--- src/rtl/ref_sched_pkg.sv ---
package ref_sched_pkg;
    typedef enum logic [2:0] {
        RS_IDLE  = 3'd0,
        RS_ARB   = 3'd1,
        RS_PRE   = 3'd2,
        RS_ISSUE = 3'd3,
        RS_SELF  = 3'd4
    } rs_state_e;
endpackage

--- src/rtl/rs_interval.sv ---
module rs_interval #(
    parameter int LIM = 2080
) (
    input  logic clk,
    input  logic rst_n,
    input  logic run,
    input  logic restart,
    output logic tick
);
    localparam int CW = (LIM > 2) ? $clog2(LIM) : 1;
    localparam logic [CW-1:0] LAST = CW'(LIM - 1);

    logic [CW-1:0] cnt_d, cnt_q;

    assign tick = run && (cnt_q == LAST);

    always_comb begin
        cnt_d = cnt_q;
        if (restart) begin
            cnt_d = '0;
        end else if (run) begin
            cnt_d = tick ? '0 : cnt_q + 1'b1;
        end
    end

    always_ff @(posedge clk) begin
        if (!rst_n) cnt_q <= '0;
        else        cnt_q <= cnt_d;
    end
endmodule

--- src/rtl/rs_delay.sv ---
module rs_delay #(
    parameter int W = 8
) (
    input  logic         clk,
    input  logic         rst_n,
    input  logic         load,
    input  logic [W-1:0] load_val,
    output logic         zero
);
    logic [W-1:0] cnt_d, cnt_q;

    assign zero = (cnt_q == '0);

    always_comb begin
        cnt_d = cnt_q;
        if (load)       cnt_d = load_val;
        else if (!zero) cnt_d = cnt_q - 1'b1;
    end

    always_ff @(posedge clk) begin
        if (!rst_n) cnt_q <= '0;
        else        cnt_q <= cnt_d;
    end
endmodule

--- src/rtl/ref_sched.sv ---
module ref_sched
    import ref_sched_pkg::*;
#(
    parameter int CLK_PS    = 7500,
    parameter int REFI_NS   = 15600,
    parameter int TRFC_CYC  = 10,
    parameter int TXSNR_CYC = 10,
    parameter int TXSRD_CYC = 200,
    parameter int POST_MAX  = 8
) (
    input  logic clk,
    input  logic rst_n,
    input  logic arb_gnt,
    input  logic banks_idle,
    input  logic sr_want,
    output logic ref_req,
    output logic pre_all_req,
    output logic cmd_ref,
    output logic cke,
    output logic ref_urgent,
    output logic act_ok,
    output logic rd_ok
);
    localparam int REFI_CYC = (REFI_NS * 1000) / CLK_PS;
    localparam int OW       = $clog2(POST_MAX + 1) + 1;
    localparam int DMAX     = (TXSRD_CYC > TXSNR_CYC) ?
                              ((TXSRD_CYC > TRFC_CYC) ? TXSRD_CYC : TRFC_CYC) :
                              ((TXSNR_CYC > TRFC_CYC) ? TXSNR_CYC : TRFC_CYC);
    localparam int DW       = $clog2(DMAX + 1);
    localparam int NDLY     = 3;
    localparam int unsigned DLY_VAL [NDLY] = '{TRFC_CYC - 1, TXSNR_CYC, TXSRD_CYC};
    localparam logic signed [OW-1:0] OWED_MAX = OW'(POST_MAX);
    localparam logic signed [OW-1:0] OWED_ONE = OW'(1);

    typedef struct packed {
        rs_state_e              st;
        logic                   sr_sel;
        logic                   cke;
        logic                   urg;
        logic signed [OW-1:0]   owed;
    } regs_t;

    regs_t r_d, r_q;

    logic            tick;
    logic            restart;
    logic [NDLY-1:0] dly_load;
    logic [NDLY-1:0] dly_zero;
    logic            owed_inc;
    logic            owed_dec;
    logic            owed_clr;

    rs_interval #(.LIM(REFI_CYC)) i_interval (
        .clk     (clk),
        .rst_n   (rst_n),
        .run     (r_q.cke),
        .restart (restart),
        .tick    (tick)
    );

    // index 0: refresh cycle gap, 1: exit to non-read, 2: exit to read
    for (genvar g = 0; g < NDLY; g++) begin : g_dly
        rs_delay #(.W(DW)) i_dly (
            .clk      (clk),
            .rst_n    (rst_n),
            .load     (dly_load[g]),
            .load_val (DW'(DLY_VAL[g])),
            .zero     (dly_zero[g])
        );
    end

    always_comb begin
        r_d      = r_q;
        dly_load = '0;
        restart  = 1'b0;
        owed_inc = tick && (r_q.owed < OWED_MAX);
        owed_dec = 1'b0;
        owed_clr = 1'b0;

        unique case (r_q.st)
            RS_IDLE: begin
                if (sr_want) begin
                    r_d.sr_sel = 1'b1;
                    r_d.st     = RS_ARB;
                end else if (r_q.owed > '0) begin
                    r_d.sr_sel = 1'b0;
                    r_d.st     = RS_ARB;
                end
            end
            RS_ARB: begin
                r_d.sr_sel = sr_want;
                if (arb_gnt) r_d.st = RS_PRE;
            end
            RS_PRE: begin
                if (banks_idle && dly_zero[0]) begin
                    r_d.st = RS_ISSUE;
                    if (r_q.sr_sel) r_d.cke = 1'b0;
                end
            end
            RS_ISSUE: begin
                dly_load[0] = 1'b1;
                if (r_q.sr_sel) begin
                    r_d.st = RS_SELF;
                end else begin
                    owed_dec = 1'b1;
                    r_d.st   = RS_IDLE;
                end
            end
            RS_SELF: begin
                if (!sr_want) begin
                    r_d.st      = RS_IDLE;
                    r_d.cke     = 1'b1;
                    r_d.sr_sel  = 1'b0;
                    owed_clr    = 1'b1;
                    restart     = 1'b1;
                    dly_load[1] = 1'b1;
                    dly_load[2] = 1'b1;
                end
            end
            default: r_d.st = RS_IDLE;
        endcase

        if (owed_clr) begin
            r_d.owed = '0;
        end else begin
            if (owed_inc) r_d.owed = r_d.owed + OWED_ONE;
            if (owed_dec) r_d.owed = r_d.owed - OWED_ONE;
        end
        r_d.urg = (r_d.owed >= OWED_MAX);
    end

    always_ff @(posedge clk) begin
        if (!rst_n) begin
            r_q.st     <= RS_IDLE;
            r_q.sr_sel <= 1'b0;
            r_q.cke    <= 1'b1;
            r_q.urg    <= 1'b0;
            r_q.owed   <= '0;
        end else begin
            r_q <= r_d;
        end
    end

    assign ref_req     = (r_q.st == RS_ARB);
    assign pre_all_req = (r_q.st == RS_PRE);
    assign cmd_ref     = (r_q.st == RS_ISSUE);
    assign cke         = r_q.cke;
    assign ref_urgent  = r_q.urg;
    assign act_ok      = r_q.cke && (r_q.st != RS_ISSUE) && dly_zero[0] && dly_zero[1];
    assign rd_ok       = act_ok && dly_zero[2];
endmodule

--- config.mk ---
export PLATFORM = sky130hd
export DESIGN_NAME = ref_sched
export DESIGN_NICKNAME = d
export VERILOG_FILES = /design/src/rtl/ref_sched_pkg.sv /design/src/rtl/rs_interval.sv /design/src/rtl/rs_delay.sv /design/src/rtl/ref_sched.sv
export SDC_FILE = /design/constraint.sdc
export NUM_CORES = 1
export LEC_CHECK = 0
export BUFFER_PORTS_ARGS = -buffer_cell sky130_fd_sc_hd__buf_2
export CAP_MARGIN = 20
export CORE_ASPECT_RATIO = 1.5
export CORE_MARGIN = 5
export CORE_UTILIZATION = 30
export DETAILED_ROUTE_END_ITERATION = 12
export GPL_TIMING_DRIVEN = 0
export PLACE_DENSITY_LB_ADDON = 0.12
export SYNTH_ARGS = -nofsm -noshare
export SYNTH_HDL_FRONTEND = slang
export SYNTH_SLANG_ARGS = --single-unit
--- constraint.sdc ---
create_clock -name clk -period 4.57 [get_ports clk]
set_clock_uncertainty 0.1 [all_clocks]
set_input_delay 0.457 -clock clk [delete_from_list [all_inputs] [get_ports clk]]
set_output_delay 0.457 -clock clk [all_outputs]
set_load 0.05 [all_outputs]
==> results of run 1 <==
==> final timing paths <==
path,from,endpoint,slack (ns),cells past startpoint
worst min register to register,g_dly[0].i_dly.cnt_q[2],g_dly[0].i_dly.cnt_q[2],0.39,2
worst min-delay path,rst_n,g_dly[0].i_dly.cnt_q[1],0.35,3
worst max-delay path,g_dly[2].i_dly.cnt_q[0],rd_ok,1.56,8
worst max register to register,i_interval.cnt_q[0],ref_urgent,1.92,11
==> cell usage in the layout (no fill, tap or decap), types with 6 or more instances in the layout <==
master    synthesis  layout
dfxtp_1          47      47
nor2_1           41      41
nand2_1          31      31
xnor2_1          16      16
xor2_1           14      14
inv_1            12      12
buf_2             1      12
a21boi_0          9       9
ha_1              8       8
clkbuf_1          6       7
nand2b_1          7       7
nand3_1           7       7
nor3_1            7       7
nor2b_1           6       6
a21oi_1           6       6
==> cell families (layout without fill, tap and decap cells) <==
| family | Yosys count | after routing |
|---|---|---|
| compound gates | 33 | 33 |
| fa+ha+maj | 8 | 8 |
| flops | 47 | 47 |
| xor+xnor | 30 | 30 |
| simple gates | 132 | 132 |
| buf+inv | 21 | 39 |
| mux | 5 | 5 |
==> layer usage <==
layer  wire [microns]  up-vias
met3              141        9
met2             2400       18
met5                0        -
met4              107        0
li1                 -      978
met1             2140      852
==> power groups by stage <==
stage | clock [mW] | combinational, mW | sequential (mW)
CTS | 0.423 | 0.553 | 0.590
finish | 0.403 | 0.541 | 0.590
detailed placement | 0 | 0.549 | 0.597
global route | 0.436 | 0.629 | 0.604
global placement | 0 | 0.546 | 0.597
floorplan | 0 | 0.456 | 0.580
==> stage by stage <==
| step | setup WS (ns) | cell area, sq um | std cells | power, mW |
|---|---|---|---|---|
| 2_1_floorplan | 1.06 | 2370 | 276 | 1.04 |
| 5_1_grt | 1.46 | 2710 | 396 | 1.67 |
| 3_5_place_dp | 1.87 | 2550 | 389 | 1.15 |
| 4_1_cts | 1.54 | 2710 | 396 | 1.57 |
| 3_3_place_gp | 1.87 | 2550 | 389 | 1.14 |
| 6_report | 1.56 | 2710 | 396 | 1.53 |
==> sequential cells by signal, indices dropped and copies added (netlist names) <==
register	cells
g_dly.i_dly.cnt_q	24
i_interval.cnt_q	12
r_q	9
cke	1
ref_urgent	1
==> critical path, delay by kind of cell (launching register included) <==
family	cells	cell delay (ns)
adders and majority gates	1	0.15
and+or+nand+nor	4	1.12
buffers and inverters	3	0.57
DFF	1	0.34
==> layout make-up <==
type | count | area (sq um) | share of cell area [%]
well taps | 102 | 128 | 4.70
repair buffers | 11 | 55.1 | 2.03
clock inverters | 1 | 30.0 | 1.11
flip-flops and latches | 47 | 941 | 34.7
inverters | 12 | 45.0 | 1.66
multi-input cells | 208 | 1340 | 49.5
clock buffers | 6 | 129 | 4.75
plain buffers | 9 | 42.5 | 1.57
==> impl_metrics.py, run 1 <==
metrics = {
    "floorplan": {
        "die_h_microns": 119,
        "die_w_microns": 82.6,
        "core-area_sq_mm": 0.00766,
        "die-area_sq_mm": 0.00982,
        "io_pins": 12,
        "fp-row-count": 39,
        "initial_utilization_pct": 31.0,
    },
    "sta": {
        "hold_viol": 0,
        "slew_headroom_pct": 39.2,
        "min_period_ns": 3.01,
        "setup_viol": 0,
        "tightest_slew_ns": 0.900,
        "timing.final.crit_share_pct": 65.9,
        "slew_violations": 0,
        "hold-worst-slack_ns": 0.350,
        "fmax_ghz": 0.332,
        "rsz0062_at_grt": "false",
        "tns_ns": 0,
    },
    "clocking": {
        "root_buffer": "clkbuf_16",
        "cts_tree": "built",
        "clkSinkCount": 47,
        "htree_levels": 2,
        "postCtsSetupRepairBufs": 0,
        "cts-resized-gates": 0,
        "clk_path_buf_depth": 2,
        "hold_buffers": 0,
        "clock_latency_ns": 0.28,
        "numCtsBuffers": 5,
        "path_clk_slew_ns": 0.06,
    },
    "global_route": {
        "track_usage_pct": 11.2,
        "grt_pass1_wl_microns": 8690,
        "gr-usage-met2_pct": 19.2,
        "antenna_found_initial": 0,
        "overflow": 0,
        "use_met1_pct": 13.0,
        "grt_max_degree": 14,
        "use_met3_pct": 2.64,
        "grt_pass1_vias": 1911,
        "top_usage_layer": "met2",
    },
    "yosys": {
        "yosysUniqueCellTypes": 46,
        "synth_flop_cell": "dfxtp_1",
        "synthTopCellsByArea": "dfxtp_1, nor2_1, xnor2_1",
        "yosysMostFrequentCell": "dfxtp_1",
        "ys_seq_area_share_pct": 39.7,
        "yosys.area_share.simple_pct": 29.3,
        "synth_commonest_cells": "dfxtp_1, nor2_1, nand2_1",
        "synth_cells": 276,
        "yosys_warnings": 0,
        "synth_mux_area_share_pct": 2.22,
        "synth.top_cell.area_share_pct": 39.7,
        "synth_top_family_by_area": "simple AND/OR/NAND/NOR gates",
        "synth-edff-count": 0,
        "synth_area_leader_cell": "dfxtp_1",
        "synth_compound_area_share_pct": 9.81,
        "syn_area_sq_mm": 0.00237,
        "ys_async_sr_fraction_pct": 0,
        "synthAdderAreaFrac_pct": 4.22,
        "synth.ff_latch_count": 47,
        "synth_area_per_cell_sq_um": 8.60,
        "yosys.area_share.xor_xnor_pct": 11.1,
        "synth_nets": 289,
    },
    "power": {
        "powerDensity_mw_per_mm2": 565,
        "swShare_pct": 34.5,
        "p_comb_share_pct": 35.3,
        "internal-power_mw": 1.01,
        "ir_drop_v": 0.000307,
        "p_leak_nw": 1.08,
        "clkPwrFrac_pct": 26.3,
        "switchingPower_mw": 0.528,
        "p_seq_share_pct": 38.5,
    },
    "worst_setup_path": {
        "setup.worst_path.start_class": "register",
        "worst_path_max_delay_cell": "or4_1",
        "cp-end-kind": "output port",
        "critical_path.max_fanout": 6,
        "worstPathCellList": "inv_1 > ha_1 > nand2b_1 > or4_1 > or3_1 > clkbuf_1 > nor4_1 > buf_2",
        "worst_ep_required_time_ns": 4.01,
        "slowest_delay_ns": 0.48,
        "crit_arrival_ns": 2.45,
        "critPathKind": "reg -> out",
    },
    "route": {
        "final_antenna_net_count": 0,
        "route.detailed.drc": 0,
        "vias": 1857,
        "first_pass_iters": 4,
        "routed_via_density": 4.69,
        "drt-wirelength-per-cell_microns": 12.1,
        "initialDrtViolationCount": 35,
        "wirelength_microns": 4800,
    },
    "place": {
        "gp_congestion": 0.710,
        "dp_hpwl_microns": 3630,
        "port_buffers": 11,
    },
    "final_layout": {
        "drive_gt1_share_pct": 9.52,
        "nets": 307,
        "synthToLayoutAreaGrowth_pct": 14.4,
        "num_antenna_cells": 0,
        "fill_cells": 835,
        "final_util_pct": 35.4,
    },
    "worst_hold_path": {
        "hold_path_class": "in -> reg",
    },
    "run": {
        "max-cap-violations": 0,
    },
    "outcome": {
        "status": "finished clean",
    },
}
Note: power is estimated with default switching activity, not from simulation.
==> run 2, diff against run 1 <==
==> constraint.sdc (replaced) <==
create_clock -name clk -period 3 [get_ports clk]
set_clock_uncertainty 0.1 [all_clocks]
set_input_delay 0.3 -clock clk [delete_from_list [all_inputs] [get_ports clk]]
set_output_delay 0.3 -clock clk [all_outputs]
set_load 0.05 [all_outputs]
==> impl_metrics.py, run 2 (same netlist as run 1, synthesis figures left out) <==
metrics = {
    "outcome": {
        "status": "finished clean",
    },
    "worst_setup_path": {
        "worst_path_max_delay_cell": "or4_1",
        "critical_path.max_fanout": 6,
        "worst_ep_required_time_ns": 2.60,
        "setup.worst_path.start_class": "register",
        "ff2ff_setup_slack_ns": 0.36,
        "worstPathCellList": "inv_1 > ha_1 > nand2b_1 > or4_1 > or3_1 > clkbuf_1 > nor4_2 > buf_2",
        "critPathKind": "reg -> out",
        "crit_arrival_ns": 2.41,
        "slowest_delay_ns": 0.49,
        "critical_path_buf_inv_count": 3,
        "path_delay_family": "simple AND/OR/NAND/NOR gates",
        "cp-end-kind": "output port",
    },
    "final_layout": {
        "seqCellArea_sq_um": 941,
        "synthToLayoutAreaGrowth_pct": 15.3,
        "layout_commonest_cell": "dfxtp_1",
        "biggestRegsByFlops": "g_dly.i_dly.cnt_q (24), i_interval.cnt_q (12), r_q (9)",
        "final_cells": 397,
        "fill_cells": 805,
        "drive_gt1_share_pct": 10.5,
        "largest_register": "g_dly.i_dly.cnt_q",
        "largest_reg_flops": 24,
        "num_antenna_cells": 0,
        "most-common-layout-cells": "dfxtp_1, nor2_1, nand2_1, xnor2_1, xor2_1",
        "multi_input_area_sq_mm": 0.00135,
        "nets": 307,
    },
    "power": {
        "p_leak_nw": 1.09,
        "powerDensity_mw_per_mm2": 868,
        "ir_drop_v": 0.000534,
        "finalPower_mw": 2.37,
    },
    "route": {
        "final_antenna_net_count": 0,
        "routed_via_density": 4.63,
        "drt-wirelength-per-cell_microns": 12.1,
        "initialDrtViolationCount": 91,
        "first_pass_iters": 4,
        "vias": 1838,
        "route.detailed.drc": 0,
        "wirelength_microns": 4810,
    },
    "clocking": {
        "clk_path_buf_depth": 2,
        "path_clk_slew_ns": 0.06,
        "cts-resized-gates": 0,
        "cts_tree": "built",
        "postCtsSetupRepairBufs": 0,
        "clock_latency_ns": 0.29,
        "root_buffer": "clkbuf_16",
        "clkSinkCount": 47,
        "hold_buffers": 0,
        "numCtsBuffers": 5,
        "htree_levels": 2,
    },
    "place": {
        "dp_hpwl_microns": 3690,
        "gp_congestion": 0.764,
        "place_ws_ns": 0.353,
        "place_inst": 389,
        "port_buffers": 11,
    },
    "run": {
        "max-cap-violations": 0,
    },
    "sta": {
        "tightest_slew_ns": 0.905,
        "setup_viol": 0,
        "min_period_ns": 2.81,
        "slew_headroom_pct": 38.8,
        "hold_viol": 0,
        "tns_ns": 0,
        "rsz0062_at_grt": "false",
        "timing.final.crit_share_pct": 93.6,
        "fmax_ghz": 0.356,
        "setup_slack_ns": 0.193,
        "hold-worst-slack_ns": 0.180,
        "slew_violations": 0,
    },
    "global_route": {
        "grt_pass1_wl_microns": 8760,
        "grt_pass1_vias": 1847,
        "antenna_found_initial": 0,
        "track_usage_pct": 11.6,
        "grt_max_degree": 15,
        "overflow": 0,
    },
    "floorplan": {
        "core-area_sq_mm": 0.00766,
        "die-area_sq_mm": 0.00982,
        "die_w_microns": 82.6,
        "io_pins": 12,
        "die_h_microns": 119,
        "fp-row-count": 39,
        "initial_utilization_pct": 31.0,
    },
    "worst_hold_path": {
        "hold_path_class": "in -> reg",
    },
}
[run 2: metal layers]
layer	part of all wire, %	vias to the layer above	GRT usage (%)
met5	0	-	0
met1	44	837	13.3
met2	50	17	19.3
li1	-	975	-
met3	3.1	9	3.02
met4	2.8	0	5.83
[run 2: tightest hold or removal path, delay by kind of cell]
kind                   cells  cell delay, ns
AOI/OAI and AO/OA          1            0.05
buffers and inverters      1            0.09
and+or+nand+nor            1            0.09
[run 2: power by group]
group / internal (mW) / total [mW] / leakage (nW) / switching [mW]
logic: 0.368 / 0.826 / 0.614 / 0.458
registers: 0.774 / 0.898 / 0.385 / 0.124
clock network: 0.414 / 0.650 / 0.0868 / 0.236
total: 1.56 / 2.37 / 1.09 / 0.817
[run 2: through the flow]
step,utilization [%],instance area (sq um)
after floorplan,-,2380
after global placement,33.4,2560
after detailed placement,33.4,2560
after CTS,35.7,2740
after global routing,35.7,2740
final,35.7,2740
[run 2: cell type report]
cell class                 instances  area share (%)
multi-input combinational        208            49.4
sequential                        47            34.4
clock buffer                       6            5.08
tap                              102            4.67
timing repair buffer              11            2.01
inverter                          12            1.65
buffer                             9            1.56
clock inverter                     2            1.28
[run 2: worst paths after layout]
kind                                start                       to  cells after the start
setup / recovery  g_dly[2].i_dly.cnt_q[0]                    rd_ok                      8
hold / removal                    arb_gnt                   r_q[9]                      3
setup reg to reg      i_interval.cnt_q[0]               ref_urgent                     11
hold reg to reg   g_dly[0].i_dly.cnt_q[2]  g_dly[0].i_dly.cnt_q[2]                      2
==> run 3, diff against run 2 <==
--- a/config.mk
+++ b/config.mk
@@ -15,4 +15,5 @@
 export PLACE_DENSITY_LB_ADDON = 0.12
 export SYNTH_ARGS = -nofsm -noshare
 export SYNTH_HDL_FRONTEND = slang
+export SYNTH_HIERARCHICAL = 1
 export SYNTH_SLANG_ARGS = --single-unit
==> impl_metrics.py, run 3 <==
metrics = {
    "clocking": {
        "numCtsBuffers": 5,
        "path_clk_slew_ns": 0.06,
        "cts_tree": "built",
        "clock_latency_ns": 0.29,
        "root_buffer": "clkbuf_16",
        "clkSinkCount": 47,
        "clk_path_buf_depth": 2,
        "htree_levels": 2,
    },
    "final_layout": {
        "largest_register": "g_dly.i_dly/cnt_q",
        "synthToLayoutAreaGrowth_pct": 16.4,
        "num_antenna_cells": 0,
        "layout_commonest_cell": "dfxtp_1",
        "multi_input_area_sq_mm": 0.00172,
        "seqCellArea_sq_um": 941,
        "nets": 367,
        "biggestRegsByFlops": "g_dly.i_dly/cnt_q (24), i_interval/cnt_q (12), r_q (9)",
        "largest_reg_flops": 24,
        "fill_cells": 950,
        "drive_gt1_share_pct": 13.2,
        "most-common-layout-cells": "dfxtp_1, nand3_1, inv_1, conb_1, nand2_1",
    },
    "sta": {
        "hold_viol": 0,
        "setup_slack_ns": 0.188,
        "timing.final.crit_share_pct": 93.7,
        "min_period_ns": 2.81,
        "hold-worst-slack_ns": 0.185,
        "fmax_ghz": 0.356,
        "slew_violations": 0,
        "tns_ns": 0,
        "setup_viol": 0,
    },
    "floorplan": {
        "core-area_sq_mm": 0.00883,
        "io_pins": 12,
        "die_h_microns": 127,
        "die_w_microns": 87.7,
        "initial_utilization_pct": 30.8,
        "fp-row-count": 42,
        "die-area_sq_mm": 0.0111,
    },
    "global_route": {
        "track_usage_pct": 11.7,
        "grt_max_degree": 15,
        "antenna_found_initial": 0,
        "overflow": 0,
        "grt_pass1_wl_microns": 10600,
        "grt_pass1_vias": 2268,
    },
    "worst_setup_path": {
        "worst_ep_required_time_ns": 2.60,
        "crit_arrival_ns": 2.41,
        "critical_path.max_fanout": 6,
        "critPathKind": "reg -> out",
        "setup.worst_path.start_class": "register",
        "cp-end-kind": "output port",
    },
    "route": {
        "first_pass_iters": 4,
        "routed_via_density": 4.94,
        "initialDrtViolationCount": 86,
        "drt-wirelength-per-cell_microns": 13.0,
        "route.detailed.drc": 0,
        "wirelength_microns": 6060,
        "final_antenna_net_count": 0,
        "vias": 2304,
    },
    "outcome": {
        "status": "finished clean",
    },
    "yosys": {
        "synthTopCellsByArea": "dfxtp_1, xnor2_1, nand3_1",
        "yosysMostFrequentCell": "dfxtp_1",
        "syn_area_sq_mm": 0.00272,
        "synth_commonest_cells": "dfxtp_1, inv_1, nand3_1",
        "synth.ff_latch_count": 47,
        "synth_area_leader_cell": "dfxtp_1",
        "yosysUniqueCellTypes": 60,
        "synth_cells": 315,
        "synth_flop_cell": "dfxtp_1",
        "yosys_warnings": 6,
        "synth.top_cell.area_share_pct": 34.6,
        "ys_seq_area_share_pct": 34.6,
        "synth-edff-count": 0,
        "ys_async_sr_fraction_pct": 0,
        "synth_area_per_cell_sq_um": 8.63,
    },
    "power": {
        "ir_drop_v": 0.000540,
        "finalPower_mw": 2.46,
        "powerDensity_mw_per_mm2": 778,
        "p_leak_nw": 1.23,
    },
    "place": {
        "dp_hpwl_microns": 4480,
        "port_buffers": 11,
        "gp_congestion": 0.749,
        "place_ws_ns": 0.152,
    },
    "worst_hold_path": {
        "hold_path_class": "in -> reg",
    },
    "run": {
        "max-cap-violations": 0,
    },
}
-- run 3: cell count changes in the layout (fill, tap and decap cells not counted), sizes merged, moves of 8 or more --
cell | previous run | this run
inv | 12 | 26
conb | 0 | 24
o311ai | 1 | 9
a21boi | 9 | 1
nor2 | 41 | 19
nand3 | 7 | 25
or3 | 2 | 13
nand2 | 31 | 22
o31ai | 2 | 10
-- run 3: routing by layer --
layer	global-route usage, %	routed length [microns]	share of wire [%]	vias up
met5	0	0	0	-
met2	20.7	3140	52	21
met4	4.34	104	1.7	0
met3	2.34	123	2.0	8
met1	13.7	2690	44	1083
li1	-	-	-	1192
-- run 3: final cells by class --
type	count	share of cell area, %
Multi-Input combinational cell	252	54.4
Sequential cell	47	29.7
Clock buffer	8	4.94
Tap cell	110	4.35
Inverter	26	3.08
Timing Repair Buffer	11	1.82
Buffer	12	1.70
-- run 3: cells by family (layout without fill, tap and decap cells) --
kind of cell / after synthesis / after routing / share of synthesized area [%]
and+or+nand+nor: 139 / 139 / 31.7
adders and majority gates: 7 / 7 / 3.22
muxes: 2 / 2 / 0.921
xor gates and xnor gates: 23 / 23 / 7.41
other: 2 / 24 / 0.276
buffers and inverters: 38 / 57 / 5.57
DFF: 47 / 47 / 34.6
AOI/OAI and AO/OA: 57 / 57 / 16.3
-- run 3: per-stage QoR --
stage,instance area (sq um),utilization (%),instances
CTS,3150,35.7,466
floorplan,2800,-,337
global placement,3000,33.9,458
finish,3160,35.8,466
detailed placement,3000,33.9,458
global route,3160,35.8,466
-- run 3: final timing paths --
check | start | endpoint | slack [ns] | cells after the start
worst min-delay path | arb_gnt | r_q[9] | 0.18 | 3
worst min register to register | g_dly[0].i_dly/cnt_q[0] | g_dly[0].i_dly/cnt_q[0] | 0.42 | 2
worst max register to register | cke | r_q[4] | 0.29 | 11
worst max-delay path | g_dly[0].i_dly/cnt_q[0] | rd_ok | 0.19 | 9
-- run 3: critical path, cell delays in order (launching register included) --
cell	delay [ns]
dfxtp_1	0.32
inv_1	0.08
ha_2	0.21
or4b_4	0.49
or2_1	0.31
inv_2	0.14
nand3_1	0.10
nor2_2	0.14
and2_1	0.14
buf_4	0.19
-- run 3: report_power, final --
part | internal [mW] | switching, mW
registers | 0.763 | 0.110
logic | 0.454 | 0.538
clock network | 0.355 | 0.241
-- run 3: timing repair --
action                                  CTS  global route
hold endpoints to repair                  0             0
buffers inserted                          0             0
hold buffers                              0             0
gates resized for setup                   1             4
endpoints found under the setup margin    1             3
